**src/rtl/spi_mon_pkg.sv**
```systemverilog
package spi_mon_pkg;

    // Lane indices inside the packed per-lane vectors.
    localparam int unsigned LANE_MOSI = 0;
    localparam int unsigned LANE_MISO = 1;
    localparam int unsigned NUM_LANES = 2;

    // Static configuration gathered from the top-level pins.
    typedef struct packed {
        logic cpol;
        logic cpha;
        logic lsb_first;
        logic cs_active_high;
        logic cs_en;
    } spi_mon_cfg_t;

endpackage

```
**src/rtl/spi_mon_sync.sv**
```systemverilog
// spi_mon_sync: brings W asynchronous lines into the clock domain through a
// STAGES-deep flop chain and keeps the previous synchronised sample beside
// the current one. 'vld' rises once both samples hold real bus data, so a
// comparison never sees the reset value of the chain.
// Assumes: each line is held for at least one clock period between changes.
module spi_mon_sync #(
    parameter int unsigned W      = 4,
    parameter int unsigned STAGES = 2
) (
    input  logic         clk,
    input  logic         rst_n,
    input  logic [W-1:0] din,
    output logic [W-1:0] cur,
    output logic [W-1:0] prv,
    output logic         vld
);

    logic [W-1:0]  chain [STAGES];
    logic [STAGES:0] fill;

    // Shift samples through the chain and remember the last synchronised one.
    always_ff @(posedge clk) begin
        if (!rst_n) begin
            for (int i = 0; i < STAGES; i++) chain[i] <= '0;
            prv  <= '0;
            fill <= '0;
        end else begin
            chain[0] <= din;
            for (int i = 1; i < STAGES; i++) chain[i] <= chain[i-1];
            prv  <= chain[STAGES-1];
            fill <= {fill[STAGES-1:0], 1'b1};
        end
    end

    assign cur = chain[STAGES-1];
    assign vld = fill[STAGES];

endmodule

```
**src/rtl/spi_mon_edge.sv**
```systemverilog
// spi_mon_edge: turns synchronised samples into per-cycle events: a capture
// strike on the selected serial-clock edge, a monitored chip-select change,
// and the chip-select "deasserted" level under the configured polarity.
// Assumes: configuration is static while a word is in progress.
module spi_mon_edge
    import spi_mon_pkg::*;
(
    input  spi_mon_cfg_t cfg,
    input  logic         vld,
    input  logic         sck_cur,
    input  logic         sck_prv,
    input  logic         cs_cur,
    input  logic         cs_prv,
    output logic         capture,
    output logic         cs_chg,
    output logic         cs_off
);

    logic sck_moved;
    logic capture_level;

    // Pick the edge direction: equal polarity and phase capture on the rise.
    always_comb begin
        sck_moved     = vld && (sck_cur != sck_prv);
        capture_level = ~(cfg.cpol ^ cfg.cpha);
        capture       = sck_moved && (sck_cur == capture_level);
    end

    // Chip-select change and deasserted level, both gated by the monitor enable.
    always_comb begin
        cs_chg = cfg.cs_en && vld && (cs_cur != cs_prv);
        cs_off = cfg.cs_en && (cfg.cs_active_high ? ~cs_cur : cs_cur);
    end

endmodule

```
**src/rtl/spi_mon_word.sv**
```systemverilog
// spi_mon_word: assembles one word per lane from capture strikes, tracks the
// sticky chip-select warning and the inclusive tick span, and registers the
// finished word with a one-cycle strobe. A chip-select change restarts the
// word; a capture in the same cycle becomes index 0 of the fresh word.
// Assumes: word_len and lsb_first change only while no word is in progress.
module spi_mon_word
    import spi_mon_pkg::*;
#(
    parameter int unsigned MAX_W  = 32,
    parameter int unsigned TICK_W = 16,
    parameter int unsigned CNT_W  = $clog2(MAX_W + 1)
) (
    input  logic                                  clk,
    input  logic                                  rst_n,
    input  logic                                  capture,
    input  logic                                  cs_chg,
    input  logic                                  cs_off,
    input  logic [NUM_LANES-1:0]                  lane_bit,
    input  logic [NUM_LANES-1:0]                  lane_en,
    input  logic                                  lsb_first,
    input  logic [CNT_W-1:0]                      word_len,
    output logic                                  word_valid,
    output logic [NUM_LANES-1:0][MAX_W-1:0]       word_data,
    output logic                                  word_warn,
    output logic [TICK_W-1:0]                     word_ticks
);

    localparam logic [CNT_W-1:0]  LEN_MAX  = CNT_W'(MAX_W);
    localparam logic [TICK_W-1:0] TICK_TOP = '1;

    logic [CNT_W-1:0]  bitcnt;
    logic [CNT_W-1:0]  len_eff;
    logic [CNT_W-1:0]  cnt0;
    logic [CNT_W-1:0]  pos;
    logic              done;
    logic              warn;
    logic              warn_new;
    logic [TICK_W-1:0] tick;
    logic [TICK_W-1:0] dur_now;

    // Clamp the length and work out where this capture lands in the word.
    always_comb begin
        len_eff  = (word_len == '0 || word_len > LEN_MAX) ? LEN_MAX : word_len;
        cnt0     = cs_chg ? '0 : bitcnt;
        pos      = lsb_first ? cnt0 : (len_eff - CNT_W'(1) - cnt0);
        done     = capture && ((cnt0 + CNT_W'(1)) == len_eff);
        warn_new = (cs_chg ? 1'b0 : warn) | cs_off;
        dur_now  = (cnt0 == '0) ? TICK_W'(1)
                 : ((tick == TICK_TOP) ? tick : tick + TICK_W'(1));
    end

    // Per-lane shift register and registered word output.
    for (genvar g = 0; g < NUM_LANES; g++) begin : g_lane
        logic [MAX_W-1:0] sr;
        logic [MAX_W-1:0] sr_new;

        // Merge the captured bit into the (possibly restarted) partial word.
        always_comb begin
            sr_new = (cs_chg ? '0 : sr) | (MAX_W'(lane_bit[g]) << pos);
        end

        // Hold the partial word; clear it on completion or chip-select change.
        always_ff @(posedge clk) begin
            if (!rst_n)       sr <= '0;
            else if (capture) sr <= done ? '0 : sr_new;
            else if (cs_chg)  sr <= '0;
        end

        // Publish the finished word, zero when the lane is disabled.
        always_ff @(posedge clk) begin
            if (!rst_n)    word_data[g] <= '0;
            else if (done) word_data[g] <= lane_en[g] ? sr_new : '0;
        end
    end

    // Bit counter and sticky warning for the word in progress.
    always_ff @(posedge clk) begin
        if (!rst_n) begin
            bitcnt <= '0;
            warn   <= 1'b0;
        end else if (capture) begin
            bitcnt <= done ? '0 : cnt0 + CNT_W'(1);
            warn   <= done ? 1'b0 : warn_new;
        end else if (cs_chg) begin
            bitcnt <= '0;
            warn   <= 1'b0;
        end
    end

    // Tick span since the first capture, saturating.
    always_ff @(posedge clk) begin
        if (!rst_n)
            tick <= '0;
        else if (capture && cnt0 == '0)
            tick <= TICK_W'(1);
        else if (!cs_chg && bitcnt != '0 && tick != TICK_TOP)
            tick <= tick + TICK_W'(1);
    end

    // Registered word strobe, warning and duration.
    always_ff @(posedge clk) begin
        if (!rst_n) begin
            word_valid <= 1'b0;
            word_warn  <= 1'b0;
            word_ticks <= '0;
        end else begin
            word_valid <= done;
            if (done) begin
                word_warn  <= warn_new;
                word_ticks <= dur_now;
            end
        end
    end

    // a completed word is strobed for a single cycle only.
    a_r3_single_pulse: assert property (@(posedge clk) disable iff (!rst_n)
        word_valid |=> !word_valid);

    // the running bit index never reaches the word length.
    a_r3_count_bound: assert property (@(posedge clk) disable iff (!rst_n)
        bitcnt < len_eff);

    // every reported word spans at least one tick.
    a_r7_ticks_nonzero: assert property (@(posedge clk) disable iff (!rst_n)
        word_valid |-> word_ticks != '0);

endmodule

```
**src/rtl/spi_mon.sv**
```systemverilog
// spi_mon: passive SPI bus monitor. Synchronises the four bus lines, finds
// capture edges and chip-select changes, assembles full-duplex words and
// reports chip-select transitions as events.
// Assumes: the system clock is at least a few times faster than the serial
// clock and configuration is static while a word is in progress.
module spi_mon
    import spi_mon_pkg::*;
#(
    parameter int unsigned MAX_W       = 32,
    parameter int unsigned TICK_W      = 16,
    parameter int unsigned SYNC_STAGES = 2,
    localparam int unsigned CNT_W      = $clog2(MAX_W + 1)
) (
    input  logic              clk,
    input  logic              rst_n,
    input  logic              cfg_cpol,
    input  logic              cfg_cpha,
    input  logic              cfg_lsb_first,
    input  logic [CNT_W-1:0]  cfg_word_len,
    input  logic              cfg_cs_active_high,
    input  logic              cfg_cs_en,
    input  logic              cfg_mosi_en,
    input  logic              cfg_miso_en,
    input  logic              bus_sck,
    input  logic              bus_mosi,
    input  logic              bus_miso,
    input  logic              bus_cs,
    output logic              word_valid,
    output logic [MAX_W-1:0]  word_mosi,
    output logic [MAX_W-1:0]  word_miso,
    output logic              word_warn,
    output logic [TICK_W-1:0] word_ticks,
    output logic              cs_evt_valid,
    output logic              cs_evt_old,
    output logic              cs_evt_new
);

    localparam int unsigned PIN_SCK  = 0;
    localparam int unsigned PIN_MOSI = 1;
    localparam int unsigned PIN_MISO = 2;
    localparam int unsigned PIN_CS   = 3;
    localparam int unsigned NUM_PINS = 4;

    spi_mon_cfg_t                          cfg;
    logic [NUM_PINS-1:0]                   pins_cur;
    logic [NUM_PINS-1:0]                   pins_prv;
    logic                                  pins_vld;
    logic                                  capture;
    logic                                  cs_chg;
    logic                                  cs_off;
    logic [NUM_LANES-1:0]                  lane_bit;
    logic [NUM_LANES-1:0]                  lane_en;
    logic [NUM_LANES-1:0][MAX_W-1:0]       lane_word;

    // Gather the static configuration and lane routing.
    always_comb begin
        cfg.cpol           = cfg_cpol;
        cfg.cpha           = cfg_cpha;
        cfg.lsb_first      = cfg_lsb_first;
        cfg.cs_active_high = cfg_cs_active_high;
        cfg.cs_en          = cfg_cs_en;
        lane_bit[LANE_MOSI] = pins_cur[PIN_MOSI];
        lane_bit[LANE_MISO] = pins_cur[PIN_MISO];
        lane_en[LANE_MOSI]  = cfg_mosi_en;
        lane_en[LANE_MISO]  = cfg_miso_en;
    end

    spi_mon_sync #(
        .W      (NUM_PINS),
        .STAGES (SYNC_STAGES)
    ) u_sync (
        .clk   (clk),
        .rst_n (rst_n),
        .din   ({bus_cs, bus_miso, bus_mosi, bus_sck}),
        .cur   (pins_cur),
        .prv   (pins_prv),
        .vld   (pins_vld)
    );

    spi_mon_edge u_edge (
        .cfg     (cfg),
        .vld     (pins_vld),
        .sck_cur (pins_cur[PIN_SCK]),
        .sck_prv (pins_prv[PIN_SCK]),
        .cs_cur  (pins_cur[PIN_CS]),
        .cs_prv  (pins_prv[PIN_CS]),
        .capture (capture),
        .cs_chg  (cs_chg),
        .cs_off  (cs_off)
    );

    spi_mon_word #(
        .MAX_W  (MAX_W),
        .TICK_W (TICK_W),
        .CNT_W  (CNT_W)
    ) u_word (
        .clk        (clk),
        .rst_n      (rst_n),
        .capture    (capture),
        .cs_chg     (cs_chg),
        .cs_off     (cs_off),
        .lane_bit   (lane_bit),
        .lane_en    (lane_en),
        .lsb_first  (cfg_lsb_first),
        .word_len   (cfg_word_len),
        .word_valid (word_valid),
        .word_data  (lane_word),
        .word_warn  (word_warn),
        .word_ticks (word_ticks)
    );

    assign word_mosi = lane_word[LANE_MOSI];
    assign word_miso = lane_word[LANE_MISO];

    // Register the chip-select event with its old and new levels.
    always_ff @(posedge clk) begin
        if (!rst_n) begin
            cs_evt_valid <= 1'b0;
            cs_evt_old   <= 1'b0;
            cs_evt_new   <= 1'b0;
        end else begin
            cs_evt_valid <= cs_chg;
            if (cs_chg) begin
                cs_evt_old <= pins_prv[PIN_CS];
                cs_evt_new <= pins_cur[PIN_CS];
            end
        end
    end

    // an event always reports a real transition.
    a_r4_evt_differs: assert property (@(posedge clk) disable iff (!rst_n)
        cs_evt_valid |-> cs_evt_old != cs_evt_new);

    // events only appear while chip-select monitoring was enabled.
    a_r9_evt_needs_monitor: assert property (@(posedge clk) disable iff (!rst_n)
        cs_evt_valid |-> $past(cfg_cs_en));

    // a disabled controller-to-peripheral lane reports zero.
    a_r8_mosi_off: assert property (@(posedge clk) disable iff (!rst_n)
        (word_valid && !cfg_mosi_en) |-> word_mosi == '0);

endmodule

```
**config.mk**
```make
export PLATFORM = sky130hd
export DESIGN_NAME = spi_mon
export DESIGN_NICKNAME = d
export VERILOG_FILES = /design/src/rtl/spi_mon_pkg.sv /design/src/rtl/spi_mon_sync.sv /design/src/rtl/spi_mon_edge.sv /design/src/rtl/spi_mon_word.sv /design/src/rtl/spi_mon.sv
export SDC_FILE = /design/constraint.sdc
export NUM_CORES = 1
export LEC_CHECK = 0
export BUFFER_PORTS_ARGS = -buffer_cell sky130_fd_sc_hd__buf_2
export CORE_ASPECT_RATIO = 0.5
export CORE_UTILIZATION = 30
export CTS_CLUSTER_SIZE = 10
export DETAILED_ROUTE_END_ITERATION = 8
export PLACE_DENSITY = 0.56
export SLEW_MARGIN = 10
export SYNTH_ARGS = -nofsm -noshare
export SYNTH_HDL_FRONTEND = slang
export SYNTH_SLANG_ARGS = --single-unit
```
**constraint.sdc**
```tcl
create_clock -name clk -period 4.7 [get_ports clk]
set_input_delay 0.235 -clock clk [delete_from_list [all_inputs] [get_ports clk]]
set_output_delay 0.235 -clock clk [all_outputs]
set_load 0.02 [all_outputs]
```
# Word-level counts from Yosys, hierarchy flattened
# Memory sizes are Yosys's and may differ from the RTL's.
# Cells that the tools add are included.
[op_classes]
order_cmp = 1
add_sub_neg = 4
n_eq_ne = 6
n_mux = 26
shift = 2
reduce_logical = 16
n_bitwise = 9
[ops]
columns = ["op", "count"]
rows = [
  ["2-to-1 mux 32 bit", 8],
  ["bitwise OR 32 bit", 2],
  ["<< shifter 1 x 6 -> 32 bit", 2],
  ["2-to-1 mux 16 bit", 2],
  ["2-to-1 mux 6 bit", 5],
  ["adder 16 x 1 -> 16 bit (second input constant)", 1],
  ["equality test 16 bit (second input constant)", 1],
  ["inequality test 16 bit (second input constant)", 1],
  ["zero test 6 bit", 2],
  ["logical AND 1 bit", 9],
  ["2-to-1 mux 1 bit", 9],
  ["2-to-1 mux 4 bit", 2],
  ["adder 6 x 1 -> 6 bit (second input constant)", 1],
  ["equality test 6 bit", 1],
  ["> comparator 6 bit (second input constant)", 1],
  ["nonzero test 6 bit", 1],
  ["subtractor 6 x 1 -> 6 bit (second input constant)", 1],
  ["subtractor 6 bit", 1],
  ["NOT 1 bit", 3],
  ["bitwise OR 1 bit", 3],
  ["inequality test 1 bit", 2],
  ["nonzero test 2 bit", 1],
  ["OR reduction 2 bit", 1],
  ["equality test 1 bit", 1],
  ["other kinds (3)", 3],
]
[totals]
output_inout_bits = 85
memories = 1
reg_bits = 179
ram_bits = 8
word_cells = 82
[mem_list]
columns = ["name", "words", "width", "rd", "rd_clocked_by_memory_dff", "write_ports", "line", "rtl"]
rows = [
  ["u_sync.chain", 2, 4, 2, 0, 2, "spi_mon_sync.sv:18", "logic [W-1:0] chain [STAGES];"],
]

# Longest topological paths before layout
[depth]
word_depth = 10
mapped_depth = 16
mapped_depth_nobuf = 13

# By module
# A second synthesis with hierarchy kept.
[unflattened]
cells_unflattened = 992
area_unflattened_um2 = 8436.8
[modules_own_cells]
columns = ["module", "instances", "cells_each", "area_per_inst_um2"]
rows = [
  ["spi_mon_word", 1, 942, 7831.3],
  ["spi_mon_sync", 1, 34, 441.7],
  ["spi_mon", 1, 8, 100.1],
  ["spi_mon_edge", 1, 8, 63.8],
]

# Least setup slack after synthesis
# No wires, ideal clock.
[synth_path]
kind = "register to register"
startpoint = "memory u_sync.chain[1][3], in the netlist u_sync.chain[0][7]"
endpoint = "register u_word.word_data[44] (netlist bit)"
stages_incl_launch_ff = 15
arrival_ns = 3.803
setup_ns = 0.085
slack_ns = 0.812
cell_sequence = "dfxtp_1 -> xnor2_2 -> or2_2 -> clkbuf_1 -> clkbuf_1 -> clkbuf_1 -> nand2_1 -> ha_1 -> a21o_1 -> o21a_1 -> nor3_1 -> xor2_1 -> clkbuf_1 -> nand3b_1 -> o221ai_1"
[synth_rtl]
columns = ["item", "line", "rtl"]
rows = [
  ["from (decl)", "spi_mon_sync.sv:18", ""],
  ["to (signal, indexed assignment)", "spi_mon_word.sv:72", "else if (done) word_data[g] <= lane_en[g] ? sr_new : '0;"],
  ["to (decl)", "spi_mon_word.sv:23", "output logic [NUM_LANES-1:0][MAX_W-1:0] word_data,"],
]

==> summary.txt <==
PLACEMENT
------------------------------------------------------------------------------------------------------
Routability cong.                                                                                0.812
Port Buffers                                                                                       103
Placed wire-length estimate                                                                  15,900 µm

SYNTHESIS
------------------------------------------------------------------------------------------------------
Summed instance area of the synthesized netlist                                               7780 µm²
Avg Inst Size Synth                                                                           8.51 µm²
Yosys reg bits                                                                                     185
Async set-reset flop share out of synthesis                                                         0%
Post-synth EDFFs                                                                                     0
Synth Instances                                                                                    914
Yosys warning total                                                                                  0
Netlist cell types                                                                                  59
Syn_nets                                                                                           944
Most frequently used flop master after synthesis                                               dfxtp_1
Sequential fraction of the synthesis area                                                        47.6%

POWER AND IR DROP
------------------------------------------------------------------------------------------------------
Leakage power figure                                                                           3.47 nW
Max rail drop VDD                                                                           0.000243 V
Power per Cell Area                                                                         343 nW/µm²

MIN PATH
------------------------------------------------------------------------------------------------------
End point of the worst hold path                                                          u_sync.chain[0][0]$_SDFF_PN0_
Cell depth of the worst min-delay path                                                               2
Startpoint of the most critical hold path                                                      bus_sck
Worst min path class                                                                            in2reg

WORST SETUP PATH
------------------------------------------------------------------------------------------------------
Maximum fanout along the worst path                                                                 82
Element type at the critical path start                                                           flop
Arr. time, crit path                                                                           4610 ps
Crit path max-delay family                                                                simple AND/OR/NAND/NOR gates
Classification of the worst setup path                                                         reg2reg
Slowest Stage Delay on Critical Path                                                            670 ps
Capture point of the worst reg-to-reg path                                                u_word.word_data[31]$_SDFFE_PN0P_
Slowest cell on crit path                                                                        buf_4
Critical Path End Type                                                                            flop
Startpoint of the worst-slack reg-to-reg timing path                                      u_sync.chain[0][7]$_SDFF_PN0_
Worst EP required                                                                              5050 ps
Number of buffer and inverter stages on the critical path                                            2
Worst reg-to-reg path cell count                                                                    13
Cell chain of the critical path                                                           xnor2_2 -> or2_2 -> buf_4 -> nand2_1 -> ha_1 -> nand2_1 -> a21oi_1 -> nor3_1 -> nor3_1 -> buf_4 -> xor2_4 -> nand3_1 -> o221ai_1
Slack of the worst reg-to-reg path                                                              440 ps

DIE
------------------------------------------------------------------------------------------------------
Site row count                                                                                      41
Top Ports                                                                                          104
Area enclosed by the die boundary                                                           26,600 µm²
Area of the core                                                                            25,300 µm²
Effective utilization at floorplan                                                               30.7%
Die span in x                                                                                   230 µm
Vertical die dimension                                                                          116 µm

TIMING
------------------------------------------------------------------------------------------------------
Total count of hold-check failures in the final report                                               0
Final Setup Violations                                                                               0
Slew headroom                                                                                    17.9%
RSZ-0062 raised after global routing                                                             false
Worst Skew                                                                                     8.84 ps
Number of pins exceeding their max-slew limit in the final report                                    0
Worst hold slack                                                                               20.3 ps
Min Tclk post-route                                                                            4260 ps
Highest clock rate                                                                             235 MHz
Worst Tran Pin Value                                                                           1220 ps
Period utilization                                                                               90.6%
Sum Neg Setup Slack                                                                               0 ps

CTS
------------------------------------------------------------------------------------------------------
Clock buffer count from CTS                                                                         17
H-tree depth                                                                                         4
CTS resizes                                                                                          0
CTS Root Cell                                                                                clkbuf_16
Clock transition at the register clock pins on the worst setup and hold paths after CTS          70 ps
Clock sink count                                                                                   185
Maximum buffer depth of the clock tree                                                               2
Clock insertion delay at the later pin of the skew report                                       440 ps
Clock tree from TritonCTS                                                                         done

GLOBAL ROUTE
------------------------------------------------------------------------------------------------------
Number of global-route vias before repair                                                        6,713
Number of antenna violations at the first check in global routing                                    0
Wire length of the first global-routing pass                                                 36,900 µm
Global-route usage over all layers                                                               17.7%
Grt ovf                                                                                              0
Maximum number of pins on one net before global-route repair                                        83

ROUTE
------------------------------------------------------------------------------------------------------
ANT nets after route                                                                                 0
Number of remaining DRC errors                                                                       0
Number of vias per cell                                                                           5.27
DR vias                                                                                          7,106
Detailed-route wire length                                                                   23,300 µm
Routed len/inst                                                                                17.3 µm
Count of TritonRoute iterations in the first routing pass                                            5
Initial DRC Count                                                                                  547

CELLS AND AREA
------------------------------------------------------------------------------------------------------
Post-layout nets                                                                                 1,021
Synth-to-layout area growth                                                                      19.1%
Antenna Cells                                                                                        0
Share of layout cells above drive strength 1                                                     16.7%

RUN STATUS
------------------------------------------------------------------------------------------------------
Result of the run                                                                            completed

FLOW RUN
------------------------------------------------------------------------------------------------------
Count of maximum capacitance violations                                                              0

where the power goes:
part	switching, W	internal, W
Clock	0.000664	0.000761
Sequential	0.00000405	0.00157
Combinational	0.000125	0.0000529
layout by cell type, fill, tap and decap left out, types with 3 or more instances in the layout:
cell type and count:
buf_2 103, ha_1 10, nand4_1 5, a31oi_1 6, dfxtp_1 185, nand3_1 85, nand3b_1 3, clkinvlp_4 3
nor3_1 6, and3_1 6, o21ai_0 14, buf_4 13, a21oi_1 79, dlygate4sd3_1 3, inv_8 3, a311oi_1 3
mux2i_1 8, inv_1 9, nand2_1 193, or4_1 4, clkbuf_16 17, o21a_1 4, nand2b_1 7, o31ai_1 3
nor2_1 51, a22o_1 11, and2_1 15, o221ai_1 57, or3_1 5, xor2_1 14, o221ai_2 7, xnor2_1 15
nor2b_1 4
sequential cells by signal, summed over array words and instances, names as in the netlist, 2 cells and up:
name,flops
u_sync.prv,2
u_word.word_data,64
u_sync.fill,3
u_sync.chain,8
u_word.bitcnt,6
u_word.g_lane.sr,64
u_word.tick,16
u_word.word_ticks,16
synth_stat cells, drive strengths merged (3+ instances only):
| cell type | instances | area, µm² |
|---|---|---|
| a311oi | 3 | 26.3 |
| xor2 | 15 | 131 |
| nor3 | 6 | 30.0 |
| nand2b | 7 | 43.8 |
| and2 | 15 | 93.8 |
| o221ai | 64 | 604 |
| or3 | 5 | 31.3 |
| nand4 | 6 | 43.8 |
| a22o | 11 | 96.3 |
| nand3b | 3 | 22.5 |
| nand3 | 85 | 425 |
| nand2 | 194 | 728 |
| or4 | 5 | 41.3 |
| clkbuf | 60 | 225 |
| dfxtp | 185 | 3700 |
| and3 | 6 | 37.5 |
| nor2 | 52 | 198 |
| o31ai | 4 | 30.0 |
| a31oi | 6 | 37.5 |
| mux2i | 8 | 80.1 |
| xnor2 | 16 | 148 |
| o21ai | 16 | 83.8 |
| inv | 9 | 33.8 |
| ha | 10 | 125 |
| o21a | 4 | 30.0 |
| a21oi | 80 | 400 |
| nor2b | 4 | 25.0 |
metal layers:
metal	routed length (µm)	up-vias	GRT usage [%]
li1	-	3429	-
met2	10800	219	29.0
met3	1290	26	3.03
met1	10800	3432	23.9
met4	313	0	5.87
met5	0	-	0
worst max-delay path by stage:
stage,cells after the start,from,to,slack (ps)
after floorplan,14,u_sync.chain[0][7]$_SDFF_PN0_,u_word.word_data[44]$_SDFFE_PN0P_,810
after global placement,14,u_sync.chain[0][7]$_SDFF_PN0_,u_word.word_data[16]$_SDFFE_PN0P_,570
after detailed placement,14,u_sync.chain[0][7]$_SDFF_PN0_,u_word.word_data[6]$_SDFFE_PN0P_,480
after CTS,13,u_sync.chain[0][7]$_SDFF_PN0_,u_word.word_data[21]$_SDFFE_PN0P_,450
after global routing,13,u_sync.chain[0][7]$_SDFF_PN0_,u_word.word_data[22]$_SDFFE_PN0P_,60
final,13,u_sync.chain[0][7]$_SDFF_PN0_,u_word.word_data[31]$_SDFFE_PN0P_,440
stage by stage:
| step | total power (W) | cells | utilization (%) | setup WS [ps] | area, µm² |
|---|---|---|---|---|---|
| floorplan | 0.00173 | 914 | - | 812 | 7780 |
| global route | 0.00330 | 1348 | 36.6 | 55.9 | 9260 |
| CTS | 0.00321 | 1347 | 36.4 | 452 | 9240 |
| global placement | 0.00178 | 1312 | 34.0 | 568 | 8620 |
| finish | 0.00318 | 1348 | 36.6 | 440 | 9260 |
| detailed placement | 0.00178 | 1312 | 34.0 | 477 | 8620 |
area by class of cell:
class	count	area, µm²
multi-input combinational	658	3840
inverter	9	33.8
clock inverter	13	139
fill	2653	16100
timing repair buffer	120	671
clock buffer	19	443
tap	344	430
sequential	185	3700
cells by family after synthesis:
group	Yosys count	share of synthesized area (%)
AO/OA/AOI/OAI	210	19.3
XOR/XNOR	31	3.59
adder cells (fa/ha/maj)	11	1.87
buffers and inverters	71	3.49
multiplexers	8	1.03
flip-flops	185	47.6
AND/OR/NAND/NOR	398	23.1
timing repair:
item	4_1_cts	5_1_grt
setup buffers	0	0
hold buffers	3	0
hold endpoints to repair	3	0
setup endpoints to repair	0	0
Power figures use the tool's default switching activity.
